<file path="src/rtl/sif_pkg.sv">
package sif_pkg;

  typedef enum logic {
    MODE_CHAIN  = 1'b0,
    MODE_SELECT = 1'b1
  } sif_mode_e;

  // Mode chosen by the serial input level at conversion start
  function automatic sif_mode_e pick_mode(input logic sdi_lvl);
    return sdi_lvl ? MODE_SELECT : MODE_CHAIN;
  endfunction

  // Device is selected: either active-low select in select mode, cnvst only in chain mode
  function automatic logic is_selected(input sif_mode_e m, input logic sdi_lvl,
                                       input logic cnv_lvl);
    return (m == MODE_SELECT) ? (!sdi_lvl || !cnv_lvl) : !cnv_lvl;
  endfunction

endpackage

</file>
<file path="src/rtl/sif_sync.sv">
module sif_sync #(
  parameter int N = 3
) (
  input  logic         clk,
  input  logic         rst_n,
  input  logic [N-1:0] d,
  output logic [N-1:0] q
);
  for (genvar i = 0; i < N; i++) begin : g_bit
    logic [1:0] ff;
    always_ff @(posedge clk or negedge rst_n) begin
      if (!rst_n) ff <= '0;
      else        ff <= {ff[0], d[i]};
    end
    assign q[i] = ff[1];
  end
endmodule

</file>
<file path="src/rtl/sif_edge.sv">
module sif_edge #(
  parameter bit RISING = 1'b1
) (
  input  logic clk,
  input  logic rst_n,
  input  logic lvl,
  output logic pulse
);
  logic prv;
  always_ff @(posedge clk or negedge rst_n) begin
    if (!rst_n) prv <= 1'b0;
    else        prv <= lvl;
  end
  if (RISING) begin : g_rise
    assign pulse = lvl & ~prv;
  end else begin : g_fall
    assign pulse = ~lvl & prv;
  end
endmodule

</file>
<file path="src/rtl/sif_conv.sv">
module sif_conv #(
  parameter int DATA_W   = 16,
  parameter int CONV_CYC = 40
) (
  input  logic              clk,
  input  logic              rst_n,
  input  logic              start,
  input  logic [DATA_W-1:0] word_in,
  output logic              busy,
  output logic              done,
  output logic [DATA_W-1:0] word_out
);
  localparam int CW = $clog2(CONV_CYC + 1);

  logic [CW-1:0] cnt;

  always_ff @(posedge clk or negedge rst_n) begin
    if (!rst_n) begin
      cnt      <= '0;
      word_out <= '0;
    end else if (start) begin
      cnt      <= CW'(CONV_CYC);
      word_out <= word_in;
    end else if (cnt != '0) begin
      cnt <= cnt - 1'b1;
    end
  end

  assign busy = (cnt != '0);
  assign done = (cnt == CW'(1));
endmodule

</file>
<file path="src/rtl/sif_shift.sv">
module sif_shift
  import sif_pkg::*;
#(
  parameter int DATA_W = 16,
  localparam int CNT_W = $clog2(DATA_W + 1)
) (
  input  logic              clk,
  input  logic              rst_n,
  input  logic              start,
  input  logic              done,
  input  logic              conv_busy,
  input  logic              cnv_lvl,
  input  logic              sdi_lvl,
  input  logic              sclk_fall,
  input  logic [DATA_W-1:0] word,
  output sif_mode_e         mode,
  output logic              sel,
  output logic              rd_act,
  output logic              lead,
  output logic [CNT_W-1:0]  bit_cnt,
  output logic              sdo,
  output logic              sdo_oe
);
  logic [DATA_W-1:0] shreg;
  logic              shift_en;
  logic              busy_drv;

  function automatic logic [DATA_W-1:0] next_word(input logic [DATA_W-1:0] w,
                                                  input logic fill);
    return {w[DATA_W-2:0], fill};
  endfunction

  assign sel      = is_selected(mode, sdi_lvl, cnv_lvl);
  assign shift_en = sclk_fall && rd_act && sel && !conv_busy;
  assign busy_drv = conv_busy && (mode == MODE_SELECT) && sel;

  always_ff @(posedge clk or negedge rst_n) begin
    if (!rst_n) begin
      mode    <= MODE_SELECT;
      rd_act  <= 1'b0;
      lead    <= 1'b0;
      bit_cnt <= '0;
      shreg   <= '0;
    end else if (start) begin
      mode    <= pick_mode(sdi_lvl);
      rd_act  <= 1'b0;
      lead    <= 1'b0;
      bit_cnt <= '0;
    end else if (done) begin
      shreg   <= word;
      rd_act  <= 1'b1;
      bit_cnt <= '0;
      lead    <= (mode == MODE_SELECT) && sel;
    end else if (shift_en) begin
      if (lead) begin
        lead <= 1'b0;
      end else begin
        shreg <= next_word(shreg, (mode == MODE_CHAIN) ? sdi_lvl : 1'b0);
        if (mode == MODE_SELECT) begin
          if (bit_cnt == CNT_W'(DATA_W - 1)) begin
            rd_act  <= 1'b0;
            bit_cnt <= '0;
          end else begin
            bit_cnt <= bit_cnt + 1'b1;
          end
        end
      end
    end
  end

  assign sdo_oe = busy_drv || (rd_act && sel);
  assign sdo    = busy_drv ? 1'b1 : (lead ? 1'b0 : shreg[DATA_W-1]);
endmodule

</file>
<file path="src/rtl/sar_sif.sv">
module sar_sif
  import sif_pkg::*;
#(
  parameter int DATA_W   = 16,
  parameter int CONV_CYC = 40
) (
  input  logic              clk,
  input  logic              rst_n,
  input  logic              cnvst,
  input  logic              sclk,
  input  logic              sdi,
  input  logic [DATA_W-1:0] conv_word,
  output logic              sdo,
  output logic              sdo_oe
);
  localparam int CNT_W = $clog2(DATA_W + 1);

  logic [2:0]        lvl;
  logic              cnv_lvl, sclk_lvl, sdi_lvl;
  logic              conv_start, sclk_fall;
  logic              conv_busy, conv_done;
  logic [DATA_W-1:0] conv_q;
  sif_mode_e         mode;
  logic              sel, rd_act, lead;
  logic [CNT_W-1:0]  bit_cnt;

  sif_sync #(.N(3)) u_sync (
    .clk(clk), .rst_n(rst_n), .d({sdi, sclk, cnvst}), .q(lvl)
  );
  assign cnv_lvl  = lvl[0];
  assign sclk_lvl = lvl[1];
  assign sdi_lvl  = lvl[2];

  sif_edge #(.RISING(1'b1)) u_cnv_edge (
    .clk(clk), .rst_n(rst_n), .lvl(cnv_lvl), .pulse(conv_start)
  );
  sif_edge #(.RISING(1'b0)) u_sck_edge (
    .clk(clk), .rst_n(rst_n), .lvl(sclk_lvl), .pulse(sclk_fall)
  );

  sif_conv #(.DATA_W(DATA_W), .CONV_CYC(CONV_CYC)) u_conv (
    .clk(clk), .rst_n(rst_n), .start(conv_start), .word_in(conv_word),
    .busy(conv_busy), .done(conv_done), .word_out(conv_q)
  );

  sif_shift #(.DATA_W(DATA_W)) u_shift (
    .clk(clk), .rst_n(rst_n), .start(conv_start), .done(conv_done),
    .conv_busy(conv_busy), .cnv_lvl(cnv_lvl), .sdi_lvl(sdi_lvl),
    .sclk_fall(sclk_fall), .word(conv_q), .mode(mode), .sel(sel),
    .rd_act(rd_act), .lead(lead), .bit_cnt(bit_cnt), .sdo(sdo), .sdo_oe(sdo_oe)
  );
endmodule

</file>
<file path="config.mk">
export PLATFORM = sky130hd
export DESIGN_NAME = sar_sif
export DESIGN_NICKNAME = d
export VERILOG_FILES = /design/src/rtl/sif_pkg.sv /design/src/rtl/sif_sync.sv /design/src/rtl/sif_edge.sv /design/src/rtl/sif_conv.sv /design/src/rtl/sif_shift.sv /design/src/rtl/sar_sif.sv
export SDC_FILE = /design/constraint.sdc
export NUM_CORES = 1
export LEC_CHECK = 0
export ABC_AREA = 1
export BUFFER_PORTS_ARGS = -buffer_cell sky130_fd_sc_hd__buf_2
export CAP_MARGIN = 20
export CORE_UTILIZATION = 55
export DETAILED_ROUTE_END_ITERATION = 6
export PLACE_DENSITY = 0.73
export SETUP_SLACK_MARGIN = 0.3
export SYNTH_ARGS = -nofsm -noshare
export SYNTH_HDL_FRONTEND = slang
export SYNTH_SLANG_ARGS = --single-unit
</file>
<file path="constraint.sdc">
create_clock -name clk -period 1.86 [get_ports clk]
set_clock_uncertainty 0.15 [all_clocks]
set_input_delay 0.558 -clock clk [delete_from_list [all_inputs] [get_ports clk]]
set_output_delay 0.558 -clock clk [all_outputs]
set_load 0.005 [all_outputs]
</file>
==> flow_summary.json <==
{
  "tritoncts": "built",
  "yosys_warnings": 0,
  "finalCritPeriodShare_pct": 115,
  "post_drt_wl_per_cell_um": 15.1,
  "clockPowerShare_pct": 23.5,
  "antenna_found_initial": 0,
  "place_congestion": 0.786,
  "final.setup.tns_ns": -5.74,
  "fin_hold_ws_ns": 0.0721,
  "drive_above_1_share_pct": 35.3,
  "p_int_mw": 2.19,
  "worst_pin_slew_ns": 0.455,
  "p_leak_nw": 1.73,
  "grt-ovfl-total": 0,
  "hold_violations": 0,
  "grt_pass1_vias": 2137,
  "grt_pass1_wl_um": 9630,
  "cts.clk_slew.worst_paths_ns": 0.09,
  "p_per_area_nw_per_um2": 992,
  "seq_power_share_pct": 46.1,
  "drtIter0Drc": 209,
  "synth-xor-area-share_pct": 1.40,
  "crit_path_top_delay_cell": "dfrtp_1",
  "ys.flop_type": "dfrtp_1",
  "startpoint_type": "flop",
  "syn_area_sq_um": 2500,
  "ff2ff_setup_slack_ns": -0.26,
  "p_sw_share_pct": 32.8,
  "ys_seq_elements": 54,
  "synth_area_per_cell_sq_um": 8.65,
  "drtAntennaViolNets": 0,
  "layout.nets": 370,
  "max-clock-path-buffers": 2,
  "synth-edff-count": 0,
  "clock_sinks": 54,
  "synth-compound-area-share_pct": 9.31,
  "synth_simple_gate_area_share_pct": 26.5,
  "clock_latency_ns": 0.31,
  "netSwitchingPower_mw": 1.07,
  "cpMostUsedCell": "inv_2",
  "coreArea_sq_um": 4350,
  "num_vias": 2146,
  "failed_checks": "negative setup slack",
  "synthTopCellsByArea": "dfrtp_1 53%, nand2_1 16%, o21ai_0 7.6%",
  "setup_viol": 29,
  "async_flop_share_pct": 100,
  "first_pass_iters": 5,
  "die_h_um": 69.4,
  "cpLargestDelayFamily": "flip-flops",
  "required_ns": 1.15,
  "drc": 0,
  "critPathBufInv": 3,
  "synthTopCellsByCount": "108 x nand2_1, 53 x dfrtp_1, 38 x o21ai_0",
  "fin_crit_ns": 2.14,
  "critPathMaxStageDelay_ns": 0.41,
  "maxCapViolCount": 0,
  "die_area_sq_um": 4820,
  "status": "finished with violations",
  "power_mw": 3.26,
  "cp-end-kind": "primary output",
  "htree_num_levels": 2,
  "grt_setup_unrepaired": "yes",
  "fillers": 278,
  "synth_top_family_by_area": "simple AND/OR/NAND/NOR gates",
  "instances_no_fill": 398,
  "vdd_ir_drop_max_v": 0.000822,
  "synthMuxAreaShare_pct": 0,
  "ys_seq_area_share_pct": 54.1,
  "synth_top_area_share_pct": 53.1,
  "post-place-cells": 365,
  "yosys.area.top_type": "dfrtp_1",
  "synth_fa_ha_area_share_pct": 2.00,
  "die_x_um": 69.4,
  "io_buffers": 22,
  "ys_types": 26,
  "relSlewSlack_pct": 69.4,
  "crit_chain": "inv_2 -> ha_4 -> nand2_4 -> nor2_4 -> inv_2 -> nand3_2 -> nand2_1 -> buf_2",
  "fmax_mhz": 468,
  "synth.most_common_cell": "nand2_1",
  "grt_usage_pct": 25.3,
  "diodes": 0,
  "arrival_ns": 1.43,
  "clock-root-buffer": "clkbuf_8",
  "hold_path_class": "input port to asynchronous set/reset pin",
  "core.rowCount": 24,
  "path_class": "flop to primary output",
  "synthCells": 289,
  "syn_nets": 314,
  "vias_per_cell": 5.39,
  "grt_start_max_net_pins": 55,
  "start_util_pct": 57.4,
  "wl_um": 5990,
  "cts_inserted_buffers": 5,
  "hpwl_um": 3020,
  "p_comb_share_pct": 30.4,
  "worstPathMaxFanout": 2,
  "drv_slew": 0,
  "syn2layout_area_growth_pct": 31.6,
  "pin_count": 23,
  "worst_slack_ns": -0.276
}
-- placed cells by master, fill, tap and decap left out, types with 2 or more instances in the layout --
cell type	synthesis	final
nor2_4	4	5
dfrtp_1	53	53
ha_1	4	2
nor2_2	1	2
clkbuf_1	6	2
xnor2_1	2	2
nand2_8	0	3
clkbuf_8	0	5
nor2_1	7	5
clkinv_8	0	2
nand2_1	108	83
inv_1	26	22
nand3b_1	2	2
buf_2	0	22
nand3_2	0	4
buf_12	0	2
xor2_1	2	2
inv_2	3	7
o21ai_2	0	2
nand3_1	14	10
o21ai_0	38	35
nand4_1	3	3
nand2_2	2	15
nand2_4	4	15
buf_4	0	22
buf_6	1	8
-- power groups by stage --
stage	clock network, mW	logic (mW)	registers, mW
floorplan	0	0.509	1.47
global placement	0	0.675	1.50
detailed placement	0	0.704	1.50
CTS	0.782	0.831	1.48
global route	0.824	1.08	1.52
finish	0.767	0.991	1.50
-- repair_timing --
| action | CTS | global route |
|---|---|---|
| cloned | 3 | 0 |
| gates resized for setup | 19 | 41 |
| hold buffers | 0 | 0 |
| endpoints found under the setup margin | 24 | 30 |
| setup buffers | 19 | 3 |
| pin swaps | 15 | 21 |
-- logic make-up (layout without fill, tap and decap cells) --
family                     count (synthesis)  after routing
xor gates and xnor gates                   4              4
and+or+nand+nor                          146            148
adders and majority gates                  4              4
AOI/OAI and AO/OA                         43             43
buffers and inverters                     38             93
DFF                                       54             54
-- layer usage --
layer,GRT usage (%),up-vias,wire (um)
met4,10.2,0,302
met1,33.4,1016,2500
li1,-,1022,-
met5,0,-,0
met2,40.8,84,2880
met3,5.23,24,304
-- worst paths after layout --
path / start / endpoint / cells past startpoint
worst max-delay path: u_conv.cnt[0]$_DFFE_PN0P_ / sdo / 8
worst min-delay path: rst_n / u_conv.cnt[2]$_DFFE_PN0P_ / 2
worst max register to register: u_shift.mode$_DFFE_PN1P_ / u_shift.shreg[12]$_DFFE_PN0P_ / 14
worst min register to register: u_sync.g_bit[0].ff[0]$_DFF_PN0_ / u_sync.g_bit[0].ff[1]$_DFF_PN0_ / 0
max in group asynchronous: rst_n / u_shift.mode$_DFFE_PN1P_ / 2
min in group clk: sclk / u_sync.g_bit[1].ff[0]$_DFF_PN0_ / 1
-- registers in the layout, summed over array words and instances, names as in the netlist --
name and cells:
u_conv.word_out 16, u_cnv_edge.prv 1, u_sck_edge.prv 1, u_shift.lead 1, u_shift.shreg 16, u_shift.rd_act 1, u_shift.bit_cnt 5, u_conv.cnt 6
u_sync.g_bit.ff 6, u_shift.mode 1
-- through the flow --
stage | cell area [sq um] | setup slack, ns | utilization [%]
after global routing | 3290 | -0.337 | 75.5
after detailed placement | 2750 | 0.0518 | 63.1
after CTS | 3120 | -0.218 | 71.6
final | 3290 | -0.276 | 75.5
after global placement | 2750 | 0.0885 | 63.1
after floorplan | 2530 | 0.135 | -
-- final cells by class --
type	instances	area (sq um)	share of cell area (%)
Clock buffer	7	76.3	2.32
Timing Repair inverter	1	16.3	0.495
Inverter	30	125	3.81
Sequential cell	54	1350	41.1
Timing Repair Buffer	54	405	12.3
Clock inverter	1	30.0	0.913
Multi-Input combinational cell	199	1220	37.0
Tap cell	52	65.1	1.98
Power figures use the tool's default switching activity.
